`src/rtl/blk_pack_buf.sv`:
```
module blk_pack_buf #(
  parameter int         DEPTH = 64,
  parameter logic [7:0] TERM  = 8'hFF
) (
  input  logic        clk,
  input  logic        rst,
  input  logic [7:0]  in_byte,
  input  logic        in_vld,
  output logic [15:0] out_word,
  output logic        out_vld,
  output logic        in_rdy
);
  localparam int AW = $clog2(DEPTH);
  localparam int PW = AW + 1;

  logic [7:0]    mem [DEPTH];
  logic [PW-1:0] wr_ptr, rd_ptr;
  logic          sending;

  wire           take     = !sending && in_vld;
  wire           is_term  = (in_byte == TERM);
  wire           store    = take && !is_term;
  wire           full_now = store && (wr_ptr == PW'(DEPTH - 1));
  wire [PW-1:0]  rd_nxt   = rd_ptr + PW'(1);
  wire           last     = sending && ((rd_ptr + PW'(2)) >= wr_ptr);
  wire [7:0]     hi_byte  = mem[rd_ptr[AW-1:0]];
  wire [7:0]     lo_byte  = (rd_nxt < wr_ptr) ? mem[rd_nxt[AW-1:0]] : 8'h00;

  assign in_rdy = !sending;

  always_ff @(posedge clk)
    if (store) mem[wr_ptr[AW-1:0]] <= in_byte;

  always_ff @(posedge clk) begin
    if (rst) begin
      sending  <= 1'b0;
      wr_ptr   <= '0;
      rd_ptr   <= '0;
      out_vld  <= 1'b0;
      out_word <= '0;
    end else begin
      out_vld <= sending;
      if (sending) begin
        out_word <= {hi_byte, lo_byte};
        rd_ptr   <= rd_ptr + PW'(2);
        if (last) begin
          sending <= 1'b0;
          wr_ptr  <= '0;
          rd_ptr  <= '0;
        end
      end else begin
        if (store) wr_ptr <= wr_ptr + PW'(1);
        if (full_now) sending <= 1'b1;
        if (take && is_term && wr_ptr != '0) sending <= 1'b1;
      end
    end
  end

  AST_HOLD_WHILE_BUSY: assert property (@(posedge clk) disable iff (rst)
    sending && !last |=> $stable(wr_ptr));
  AST_WR_BOUND: assert property (@(posedge clk) disable iff (rst)
    wr_ptr <= PW'(DEPTH));
  AST_TERM_NOT_STORED: assert property (@(posedge clk) disable iff (rst)
    take && is_term |=> wr_ptr == $past(wr_ptr));
  AST_OUT_AFTER_END: assert property (@(posedge clk) disable iff (rst)
    out_vld |-> $past(sending));
  AST_IDLE_CLEARED: assert property (@(posedge clk) disable iff (rst)
    $fell(sending) |-> wr_ptr == '0 && rd_ptr == '0);
  AST_LONE_TERM: assert property (@(posedge clk) disable iff (rst)
    take && is_term && wr_ptr == '0 |=> !sending);
endmodule

```
`config.mk`:
```
export PLATFORM = sky130hd
export DESIGN_NAME = blk_pack_buf
export DESIGN_NICKNAME = d
export VERILOG_FILES = /design/src/rtl/blk_pack_buf.sv
export SDC_FILE = /design/constraint.sdc
export NUM_CORES = 1
export LEC_CHECK = 0
export ABC_AREA = 1
export CAP_MARGIN = 20
export CORE_MARGIN = 2
export CORE_UTILIZATION = 55
export DETAILED_ROUTE_END_ITERATION = 8
export HOLD_SLACK_MARGIN = 0.06
export PLACE_DENSITY = 0.85
export SYNTH_ARGS = -nofsm -noshare
export SYNTH_HDL_FRONTEND = slang
export SYNTH_SLANG_ARGS = --single-unit
```
`constraint.sdc`:
```
create_clock -name clk -period 2.69 [get_ports clk]
set_clock_uncertainty 0.15 [all_clocks]
set_input_delay 0.269 -clock clk [delete_from_list [all_inputs] [get_ports clk]]
set_output_delay 0.269 -clock clk [all_outputs]
set_load 0.01 [all_outputs]
```
==> run summary <==
Outcome = finished clean
Register area share after synthesis = 70.4%
Total GRT Usage = 25.3%
Largest cells by area after synthesis = edfxtp_1, nand2_1, nand3_1
CTS tree = done
Clock-pin slew on the worst setup and hold paths = 0.06 ns
Internal power = 13.5 mW
Cell Pwr Density = 653 nW/um^2
Max cap viols = 0
WL final = 55000 um
Combinational share of power = 2.0%
NumNets Final = 2138
DR DRC count = 0
Max Buffers Root-to-Sink = 3
First-pass GRT wire length = 84600 um
Unique masters post-synth = 30
Worst Setup SP = sending$_SDFF_PP0_
Worst Path Buf+Inv = 3
Stages on worst setup path = 3
H-tree levels = 2
Share of cells above drive strength 1 = 9.94%
Die H = 207 um
TritonCTS buffer count = 50
R2R setup slack = 0.21 ns
Area delta synth->final = 12.6%
Synth Register Bits = 543
Hold Crit Class = in -> reg
Crit-path max FO = 21
RSZ-0062 raised after global routing = false
Final Hold Viols = 0
NetSw = 3.24 mW
Reg2reg path depth = 11
Routability Congestion = 0.894
Worst Setup End Kind = output port
Crit path max-delay family = buffers and inverters
Vias after detailed routing = 15800
Post-synth EDFFs = 512
CP max stage cell = clkdlybuf4s50_1
Remaining global-route overflow = 0
Post-CTS Setup Bufs = 0
Top cell type's share of synthesized area = 67.7%
Critical Path RT = 2.27 ns
Reg power frac = 55.5%
Cell Chain, Critical Path = buf_4 -> clkinvlp_4 -> clkdlybuf4s50_1
Pins over their slew limit = 0
Via density = 5.89
Rows = 74
Core ar. = 40800 sq um
Horiz. Die Dim = 207 um
Final ANT Viol Nets = 0
Ys Warns = 0
CP Class = reg -> out
Clock Root Buffer = clkbuf_16
Hold Crit Depth = 2
Worst vdd ir = 0.538 mV
Setup ws final = 0.160 ns
DRT iter0 DRCs = 2051
Drt first pass iters = 6
Count leader, synth = edfxtp_1
RR Endpoint = out_word[12]$_SDFFE_PP0P_
Avg WL per Cell = 20.5 um
Syn_area_per_cell = 11.1 sq um
Die footprint = 42900 sq um
Clk pwr share = 42.5%
Critical R2R Launch = rd_ptr[1]$_SDFFE_PP0P_
Mapped Area = 22700 sq um
Port bufs = 28
Max Clock Freq = 395 MHz
Final period utilization = 94.0%
I/O pin count = 29
Worst path max stage delay = 0.57 ns
Synth async-reset ratio = 0%
Final setup viols = 0
Critical path capture point = in_rdy
Initial Util = 55.6%
Vias in the first global route = 15400
Tmin final = 2.53 ns
Dpl ws = 0.105 ns
Commonest cells post-synth = edfxtp_1, nand2_1, nand3_1
Worst-Skew Late Latency = 0.56 ns
Dpl hpwl = 32400 um
Initial antenna violation count = 1
CTS Sinks = 543
Syn Nets = 2066
Ys flop type = edfxtp_1
Slew @ Worst Pin = 0.875 ns
Sw Share = 19.4%
Pleak = 9.38 nW
Arrival @ worst endpoint = 2.11 ns
Nature of the critical path startpoint = flop
Largest net degree at the start of global routing = 161
Setup TNS = 0 ns
Mapped Cells = 2040
Max-slew headroom = 41.7%
Synth area leader = edfxtp_1
-- metal layers --
metal | track usage (%) | vias to the layer above | part of all wire (%)
met5 | 0 | - | 0
met4 | 9.29 | 0 | 3.5
met1 | 33.7 | 7459 | 37
met3 | 4.82 | 158 | 12
met2 | 41.6 | 1018 | 48
li1 | - | 7184 | -
-- cell families (layout without fill, tap and decap cells) --
group,after synthesis,in the layout,share of synthesized area [%]
AOI/OAI and AO/OA,165,165,4.00
xor gates and xnor gates,6,6,0.265
adders and majority gates,15,15,0.827
buffers and inverters,210,324,4.26
DFF,543,543,70.4
other,0,1,0
and+or+nand+nor,1101,1101,20.2
-- metrics by stage --
stage	hold slack [ns]	std cells	util (%)	instance area [sq um]	total power, mW
6_report	0.106	2687	62.6	25600	16.7
5_1_grt	0.118	2686	62.6	25600	17.1
4_1_cts	0.115	2686	62.6	25600	16.7
3_5_place_dp	0.311	2590	58.5	23900	9.78
3_3_place_gp	0.307	2590	58.5	23900	9.77
2_1_floorplan	0.218	2040	-	22700	9.53
-- how the worst min path moves through the flow --
stage                                  start                  endpoint  slack [ns]
detailed placement  out_word[3]$_SDFFE_PP0P_  out_word[3]$_SDFFE_PP0P_        0.31
finish                            in_byte[5]      mem[12][5]$_DFFE_PP_        0.11
global placement    out_word[2]$_SDFFE_PP0P_  out_word[2]$_SDFFE_PP0P_        0.31
floorplan                         in_byte[0]       mem[0][0]$_DFFE_PP_        0.22
global route                      in_byte[5]       mem[4][5]$_DFFE_PP_        0.12
CTS                               in_byte[5]      mem[12][5]$_DFFE_PP_        0.12
-- layout by cell type (no fill, tap or decap), types with 11 or more instances in the layout --
cell type / n
edfxtp_1: 512
nand2_1: 508
nand3_1: 302
nor2_1: 264
buf_4: 113
o21ai_0: 99
inv_1: 78
clkbuf_16: 53
dfxtp_1: 28
a21oi_1: 27
o211ai_1: 27
clkdlybuf4s50_1: 20
clkbuf_1: 16
ha_1: 15
clkinv_1: 11
nand4_1: 11
-- worst register-to-register path, delay by kind of cell (launching register included) --
family                 cells  cell delay [ns]
flip-flops                 1             0.41
AO/OA/AOI/OAI              1             0.11
buffers and inverters      2             0.72
AND/OR/NAND/NOR            8             1.05
-- layout make-up --
type	count	area, sq um
Multi-Input combinational cell	1287	5740
Sequential cell	543	16000
Inverter	84	327
Timing Repair Buffer	146	1170
Antenna cell	1	2.50
Tap cell	532	666
Fill cell	2938	15300
Clock inverter	23	234
Clock buffer	71	1410
-- registers in the layout (all words and copies together) (netlist names) --
register / cells
mem: 512
rd_ptr: 6
wr_ptr: 7
out_word: 16
sending: 1
out_vld: 1
-- power by group through the flow --
stage | clock [mW] | combinational (mW) | sequential (mW)
2_1_floorplan | 0 | 0.0884 | 9.45
3_3_place_gp | 0 | 0.322 | 9.45
3_5_place_dp | 0 | 0.330 | 9.45
4_1_cts | 7.14 | 0.334 | 9.27
5_1_grt | 7.47 | 0.360 | 9.26
6_report | 7.09 | 0.342 | 9.27
-- timing repair --
action                                  in CTS  in global routing
hold endpoints to repair                     3                  0
gates resized for setup                      0                  1
hold buffers                                 2                  0
endpoints found under the setup margin       0                  1
Note: power is estimated with default switching activity, not from simulation.
